$ cat config.mk
export PLATFORM = sky130hd
export DESIGN_NAME = omm_array
export DESIGN_NICKNAME = d
export VERILOG_FILES = /design/src/rtl/omm_pkg.sv /design/src/rtl/omm_pe.sv /design/src/rtl/omm_feed.sv /design/src/rtl/omm_ctrl.sv /design/src/rtl/omm_array.sv
export SDC_FILE = /design/constraint.sdc
export NUM_CORES = 1
export LEC_CHECK = 0
export CAP_MARGIN = 20
export CORE_AREA = 2 2 187 189
export DETAILED_ROUTE_END_ITERATION = 8
export DIE_AREA = 0 0 189 191
export HOLD_SLACK_MARGIN = 0.12
export PLACE_DENSITY = 0.79
export SYNTH_ARGS = -nofsm -noshare
export SYNTH_HDL_FRONTEND = slang
export SYNTH_HIERARCHICAL = 1
export SYNTH_SLANG_ARGS = --single-unit
export TNS_END_PERCENT = 10
$ cat constraint.sdc
create_clock -name clk -period 6 [get_ports clk]
set_clock_uncertainty 0.15 [all_clocks]
set_input_delay 1.2 -clock clk [delete_from_list [all_inputs] [get_ports clk]]
set_output_delay 1.2 -clock clk [all_outputs]
set_load 0.02 [all_outputs]
$ cat src/rtl/omm_pkg.sv
package omm_pkg;
   typedef enum logic [1:0] {
      ST_IDLE  = 2'd0,
      ST_COMP  = 2'd1,
      ST_DRAIN = 2'd2
   } omm_state_e;
endpackage

$ cat src/rtl/omm_pe.sv
module omm_pe #(
   parameter int DW = 8,
   parameter int AW = 16
) (
   input  logic          clk,
   input  logic          rst_n,
   input  logic          clr,
   input  logic          mac,
   input  logic          shift,
   input  logic [DW-1:0] a_in,
   input  logic [DW-1:0] b_in,
   input  logic [AW-1:0] acc_in,
   output logic [DW-1:0] a_out,
   output logic [DW-1:0] b_out,
   output logic [AW-1:0] acc_out
);
   localparam int PW = 2 * DW;

   logic [PW-1:0] prod;
   logic [AW-1:0] acc_q;

   assign prod    = a_in * b_in;
   assign acc_out = acc_q;

   always_ff @(posedge clk or negedge rst_n) begin
      if (!rst_n) begin
         acc_q <= '0;
         a_out <= '0;
         b_out <= '0;
      end else begin
         a_out <= clr ? '0 : a_in;
         b_out <= clr ? '0 : b_in;
         if (clr)        acc_q <= '0;
         else if (shift) acc_q <= acc_in;
         else if (mac)   acc_q <= acc_q + AW'(prod);
      end
   end

   a_r8_clear_zero: assert property (@(posedge clk) disable iff (!rst_n)
      clr |=> (acc_q == '0));
   a_r7_hold_when_quiet: assert property (@(posedge clk) disable iff (!rst_n)
      (!clr && !shift && !mac) |=> $stable(acc_q));
endmodule

$ cat src/rtl/omm_feed.sv
module omm_feed #(
   parameter int N  = 2,
   parameter int DW = 8,
   parameter int CW = 3
) (
   input  logic              clk,
   input  logic              rst_n,
   input  logic              load,
   input  logic              run,
   input  logic [CW-1:0]     step,
   input  logic [N*N*DW-1:0] a_mat,
   input  logic [N*N*DW-1:0] b_mat,
   output logic [N*DW-1:0]   a_inj,
   output logic [N*DW-1:0]   b_inj
);
   logic [N*N*DW-1:0] a_hold, b_hold;

   always_ff @(posedge clk or negedge rst_n) begin
      if (!rst_n) begin
         a_hold <= '0;
         b_hold <= '0;
      end else if (load) begin
         a_hold <= a_mat;
         b_hold <= b_mat;
      end
   end

   for (genvar l = 0; l < N; l++) begin : g_lane
      // lane l is delayed by l cycles: element index k = step - l
      always_comb begin
         int k;
         k = int'(step) - l;
         a_inj[l*DW +: DW] = '0;
         b_inj[l*DW +: DW] = '0;
         if (run && k >= 0 && k < N) begin
            a_inj[l*DW +: DW] = a_hold[(l*N + k)*DW +: DW];
            b_inj[l*DW +: DW] = b_hold[(k*N + l)*DW +: DW];
         end
      end
   end
endmodule

$ cat src/rtl/omm_ctrl.sv
module omm_ctrl
   import omm_pkg::*;
#(
   parameter int N  = 2,
   parameter int CW = 3
) (
   input  logic          clk,
   input  logic          rst_n,
   input  logic          start,
   output logic          clr,
   output logic          run,
   output logic          shift,
   output logic          busy,
   output logic          done,
   output logic [CW-1:0] step
);
   localparam logic [CW-1:0] LAST_COMP  = CW'(3 * N - 3);
   localparam logic [CW-1:0] LAST_DRAIN = CW'(N - 1);

   omm_state_e st;

   assign clr   = (st == ST_IDLE) && start;
   assign run   = (st == ST_COMP);
   assign shift = (st == ST_DRAIN);
   assign busy  = (st != ST_IDLE);

   always_ff @(posedge clk or negedge rst_n) begin
      if (!rst_n) begin
         st   <= ST_IDLE;
         step <= '0;
         done <= 1'b0;
      end else begin
         done <= 1'b0;
         unique case (st)
            ST_IDLE: if (start) begin
               st   <= ST_COMP;
               step <= '0;
            end
            ST_COMP: if (step == LAST_COMP) begin
               st   <= ST_DRAIN;
               step <= '0;
            end else begin
               step <= step + 1'b1;
            end
            ST_DRAIN: if (step == LAST_DRAIN) begin
               st   <= ST_IDLE;
               step <= '0;
               done <= 1'b1;
            end else begin
               step <= step + 1'b1;
            end
            default: st <= ST_IDLE;
         endcase
      end
   end

   a_r6_done_single: assert property (@(posedge clk) disable iff (!rst_n)
      done |=> !done);
   a_r6_done_after_drain: assert property (@(posedge clk) disable iff (!rst_n)
      done |-> ($past(st) == ST_DRAIN && st == ST_IDLE));
   a_r7_step_advances: assert property (@(posedge clk) disable iff (!rst_n)
      (st == ST_COMP && step != LAST_COMP) |=>
         (st == ST_COMP && step == CW'($past(step) + 1'b1)));
   a_r2_comp_to_drain: assert property (@(posedge clk) disable iff (!rst_n)
      (st == ST_COMP && step == LAST_COMP) |=> (st == ST_DRAIN && step == '0));
endmodule

$ cat src/rtl/omm_array.sv
module omm_array #(
   parameter int N  = 2,
   parameter int DW = 8,
   parameter int AW = 16
) (
   input  logic              clk,
   input  logic              rst_n,
   input  logic              start,
   input  logic [N*N*DW-1:0] a_mat,
   input  logic [N*N*DW-1:0] b_mat,
   output logic              busy,
   output logic              done,
   output logic              res_valid,
   output logic [N*AW-1:0]   res_row
);
   localparam int CW = $clog2(3 * N) + 1;

   if (N < 1)   begin : g_bad_n  $error("omm_array: N must be at least 1"); end
   if (N > 32)  begin : g_big_n  $error("omm_array: N above 32 is not supported"); end
   if (DW < 1)  begin : g_bad_dw $error("omm_array: DW must be at least 1"); end
   if (AW < DW) begin : g_bad_aw $error("omm_array: AW must be at least DW"); end

   logic          clr, run, shift;
   logic [CW-1:0] step;
   logic [N*DW-1:0] a_inj, b_inj;

   logic [DW-1:0] a_in  [N][N];
   logic [DW-1:0] b_in  [N][N];
   logic [DW-1:0] a_fwd [N][N];
   logic [DW-1:0] b_fwd [N][N];
   logic [AW-1:0] acc_l [N][N];
   logic [AW-1:0] acc_o [N][N];

   omm_ctrl #(.N(N), .CW(CW)) ctrl_i (
      .clk(clk), .rst_n(rst_n), .start(start), .clr(clr), .run(run),
      .shift(shift), .busy(busy), .done(done), .step(step)
   );

   omm_feed #(.N(N), .DW(DW), .CW(CW)) feed_i (
      .clk(clk), .rst_n(rst_n), .load(clr), .run(run), .step(step),
      .a_mat(a_mat), .b_mat(b_mat), .a_inj(a_inj), .b_inj(b_inj)
   );

   for (genvar i = 0; i < N; i++) begin : g_row
      for (genvar j = 0; j < N; j++) begin : g_col
         if (j == 0) begin : g_left
            assign a_in[i][j]  = a_inj[i*DW +: DW];
            assign acc_l[i][j] = '0;
         end else begin : g_inner
            assign a_in[i][j]  = a_fwd[i][j-1];
            assign acc_l[i][j] = acc_o[i][j-1];
         end
         if (i == 0) begin : g_top
            assign b_in[i][j] = b_inj[j*DW +: DW];
         end else begin : g_below
            assign b_in[i][j] = b_fwd[i-1][j];
         end

         omm_pe #(.DW(DW), .AW(AW)) pe_i (
            .clk(clk), .rst_n(rst_n), .clr(clr), .mac(run), .shift(shift),
            .a_in(a_in[i][j]), .b_in(b_in[i][j]), .acc_in(acc_l[i][j]),
            .a_out(a_fwd[i][j]), .b_out(b_fwd[i][j]), .acc_out(acc_o[i][j])
         );
      end
      assign res_row[i*AW +: AW] = acc_o[i][N-1];
   end

   assign res_valid = shift;

   a_r5_valid_in_run: assert property (@(posedge clk) disable iff (!rst_n)
      res_valid |-> busy);
   a_r1_idle_quiet: assert property (@(posedge clk) disable iff (!rst_n)
      !busy |-> !res_valid);
endmodule

==> out/summary.json <==
{
  "tightest_slew": {"value": 0.9273, "unit": "ns"},
  "detail_route.iter0.violations": {"value": 838},
  "syn-instance-count": {"value": 1920},
  "report.final.hold_viol_count": {"value": 0},
  "place.port_buffers": {"value": 101},
  "critical_path.startpoint_type": {"value": "register"},
  "timing.max_slew.rel_slack": {"value": 38.18, "unit": "%"},
  "dpl_cell_area": {"value": 20000, "unit": "µm²"},
  "clock_tree.htree_level_count": {"value": 4},
  "clk_transition_reported_paths": {"value": 0.07, "unit": "ns"},
  "first_pass_grt_wire_length": {"value": 72.19, "unit": "mm"},
  "rsz_0062_raised_after_global_routing": {"value": "true"},
  "leakagePower": {"value": 0.01027, "unit": "µW"},
  "finish.net_count": {"value": 2458},
  "layout.cells.most_common": {"value": "sky130_fd_sc_hd__inv_1"},
  "cts.root.buffer_cell": {"value": "sky130_fd_sc_hd__clkbuf_16"},
  "detail_route.wl_per_cell": {"value": 17.05, "unit": "µm"},
  "timing.setup.critical_path_class": {"value": "reg -> reg"},
  "drtPass1Iterations": {"value": 6},
  "r2r_start": {"value": "ctrl_i/step[1]"},
  "maxCapViolCount": {"value": 0},
  "p_comb_share": {"value": 57.9, "unit": "%"},
  "worst_path_max_delay_cell": {"value": "sky130_fd_sc_hd__fa_1"},
  "arrival": {"value": 6.02, "unit": "ns"},
  "antenna_violating_nets_post_route": {"value": 0},
  "timing.critical_path.required": {"value": 6.17, "unit": "ns"},
  "crit_top_cell": {"value": "sky130_fd_sc_hd__inv_1"},
  "gpl.final_weighted_congestion": {"value": 0.8891},
  "finalSetupViolCount": {"value": 0},
  "post_route_cells_drive_above_1_share": {"value": 11.30, "unit": "%"},
  "grt_max_degree": {"value": 92},
  "hold_fix_buffers_cts": {"value": 0},
  "critical_path.endpoint_type": {"value": "register"},
  "initial_antenna_violation_count": {"value": 1},
  "tritoncts": {"value": "built"},
  "filler_cell_count": {"value": 2769},
  "swShare": {"value": 46.30, "unit": "%"},
  "clock_power_share": {"value": 15.0, "unit": "%"},
  "critical_path.cell_chain": {"value": "inv_1 > ha_4 > xnor2_4 > inv_1 > ha_4 > a211o_4 > nor3b_4 > buf_6 > nand2_1 > fa_1 > inv_1 > fa_1 > ha_1 > inv_1 > fa_1 > inv_1 > ha_1 > nor2b_1 > o211ai_1 > nand3_2 > a221o_2 > xnor2_1 > o22ai_1"},
  "commonest_cells_after_routing_fill_and_taps_aside": {"value": "sky130_fd_sc_hd__inv_1, sky130_fd_sc_hd__fa_1, sky130_fd_sc_hd__dfrtp_1"},
  "area_of_the_die": {"value": 36100, "unit": "µm²"},
  "vias_per_cell": {"value": 5.364},
  "clock-sinks": {"value": 167},
  "die_y": {"value": 191, "unit": "µm"},
  "track_usage": {"value": 25.13, "unit": "%"},
  "crit_path_max_incr_delay": {"value": 0.51, "unit": "ns"},
  "dpl.hpwl": {"value": 33.31, "unit": "mm"},
  "dp.cells": {"value": 2473},
  "r2r-end": {"value": "g_row[1].g_col[0].pe_i/acc_out[13]"},
  "clock_path_buffers": {"value": 2},
  "p_sw": {"value": 3536, "unit": "µW"},
  "signed_area_change_from_the_synthesized_netlist_to_the_final_layout": {"value": 14.25, "unit": "%"},
  "internal_power": {"value": 4102, "unit": "µW"},
  "antennaDiodeCount": {"value": 0},
  "post_layout_nonfiller_instances": {"value": 2509},
  "num_rows": {"value": 68},
  "fmax": {"value": 170.8, "unit": "MHz"},
  "grt-ovfl-total": {"value": 0},
  "hold_path.class": {"value": "reg -> reg"},
  "die-width": {"value": 189, "unit": "µm"},
  "core": {"value": 34120, "unit": "µm²"},
  "max_slew_violation_count": {"value": 0},
  "run_status": {"value": "finished, final reports clean"},
  "worstSkewPairLatency": {"value": 0.47, "unit": "ns"},
  "drcViolationCount": {"value": 0},
  "route.vias.total": {"value": 13460},
  "start_util": {"value": 53.19, "unit": "%"},
  "yosysWarningCount": {"value": 6},
  "power_density": {"value": 368.4, "unit": "nW/µm²"},
  "reg2regPathDepth": {"value": 23},
  "layout.cell_area.non_filler": {"value": 20730, "unit": "µm²"},
  "worst-path-max-fanout": {"value": 8},
  "power.sequential.fraction": {"value": 27.0, "unit": "%"},
  "cts-buffers-inserted": {"value": 17},
  "cp-startpoint": {"value": "ctrl_i/step[1]"},
  "post-route-min-period": {"value": 5.856, "unit": "ns"},
  "maximum_vdd_ir_drop": {"value": 0.2442, "unit": "mV"},
  "pin_count": {"value": 102},
  "synthesis.area": {"value": 18150, "unit": "µm²"},
  "r2r_setup_slack": {"value": 0.14, "unit": "ns"},
  "crit_end": {"value": "g_row[1].g_col[0].pe_i/acc_out[13]"},
  "timing.final.crit_share": {"value": 97.60, "unit": "%"},
  "vias_in_the_first_global_route": {"value": 14460},
  "average_cell_area_after_synthesis": {"value": 9.452, "unit": "µm²"},
  "routed_wirelength": {"value": 42.79, "unit": "mm"},
  "finalSetupTns": {"value": 0, "unit": "ns"}
}
## what timing repair did
action	CTS	global route
gates resized for setup	0	18
hold endpoints to repair	0	0
buffers inserted	0	4
endpoints found under the setup margin	0	19
## layer usage
layer / vias to the layer above / GRT usage, % / wire length (µm)
met5: - / 0 / 13
met4: 2 / 9.856 / 1486
met3: 86 / 3.011 / 1521
met2: 323 / 44.97 / 21990
met1: 6772 / 31.02 / 17780
li1: 6275 / - / -
## power groups by stage
stage               Sequential [µW]  Clock [µW]  Combinational, µW
finish                         2060        1150               4420
global route                   2130        1220               4910
CTS                            2060        1170               4390
floorplan                      1980           0               3170
detailed placement             2080           0               4360
global placement               2060           0               4200
## layout make-up
| type | count | area [µm²] | area share (%) |
|---|---|---|---|
| multi-input combinational | 1292 | 12440 | 60.00 |
| timing repair buffer | 138 | 1335 | 6.439 |
| clock buffer | 18 | 429.2 | 2.070 |
| tap | 455 | 569.3 | 2.746 |
| sequential | 167 | 4180 | 20.16 |
| clock inverter | 14 | 178.9 | 0.8630 |
| inverter | 425 | 1600 | 7.718 |
## through the flow
step | util [%] | hold WS, ns | power [µW] | setup slack [ns]
after floorplan | - | 0.3300 | 5144 | -0.1236
after global placement | 58.63 | 0.3394 | 6261 | 0.2639
after detailed placement | 58.63 | 0.3441 | 6441 | 0.03955
after CTS | 60.42 | 0.3620 | 7618 | 0.01022
after global routing | 60.77 | 0.3757 | 8258 | -0.04338
final | 60.77 | 0.3580 | 7638 | 0.1438
## critical path: cells and delay by family, from the launching register on
kind	cells	cell delay [ns]
AO/OA/AOI/OAI	4	1.20
XOR/XNOR	2	0.28
adder cells (fa/ha/maj)	7	2.50
buffers and inverters	6	0.54
flip-flops	1	0.39
AND/OR/NAND/NOR	4	0.64
## registers in the layout, summed over array words and instances (netlist names)
| signal | cells |
|---|---|
| g_row.g_col.pe_i/b_out | 16 |
| g_row.g_col.pe_i/acc_out | 64 |
| feed_i/a_hold | 32 |
| ctrl_i/st | 2 |
| feed_i/b_hold | 32 |
| ctrl_i/step | 4 |
| ctrl_i/done | 1 |
| g_row.g_col.pe_i/a_out | 16 |
## how the worst min path moves through the flow
stage / startpoint / end / slack, ns / depth (start not counted)
4_1_cts: feed_i/b_hold[31] / feed_i/b_hold[31] / 0.36 / 1
5_1_grt: feed_i/b_hold[24] / feed_i/b_hold[24] / 0.38 / 1
2_1_floorplan: feed_i/b_hold[0] / feed_i/b_hold[0] / 0.33 / 1
3_5_place_dp: feed_i/b_hold[24] / feed_i/b_hold[24] / 0.34 / 1
6_report: feed_i/b_hold[0] / feed_i/b_hold[0] / 0.36 / 1
3_3_place_gp: feed_i/b_hold[23] / feed_i/b_hold[23] / 0.34 / 1
(Power assumes the default switching activity.)
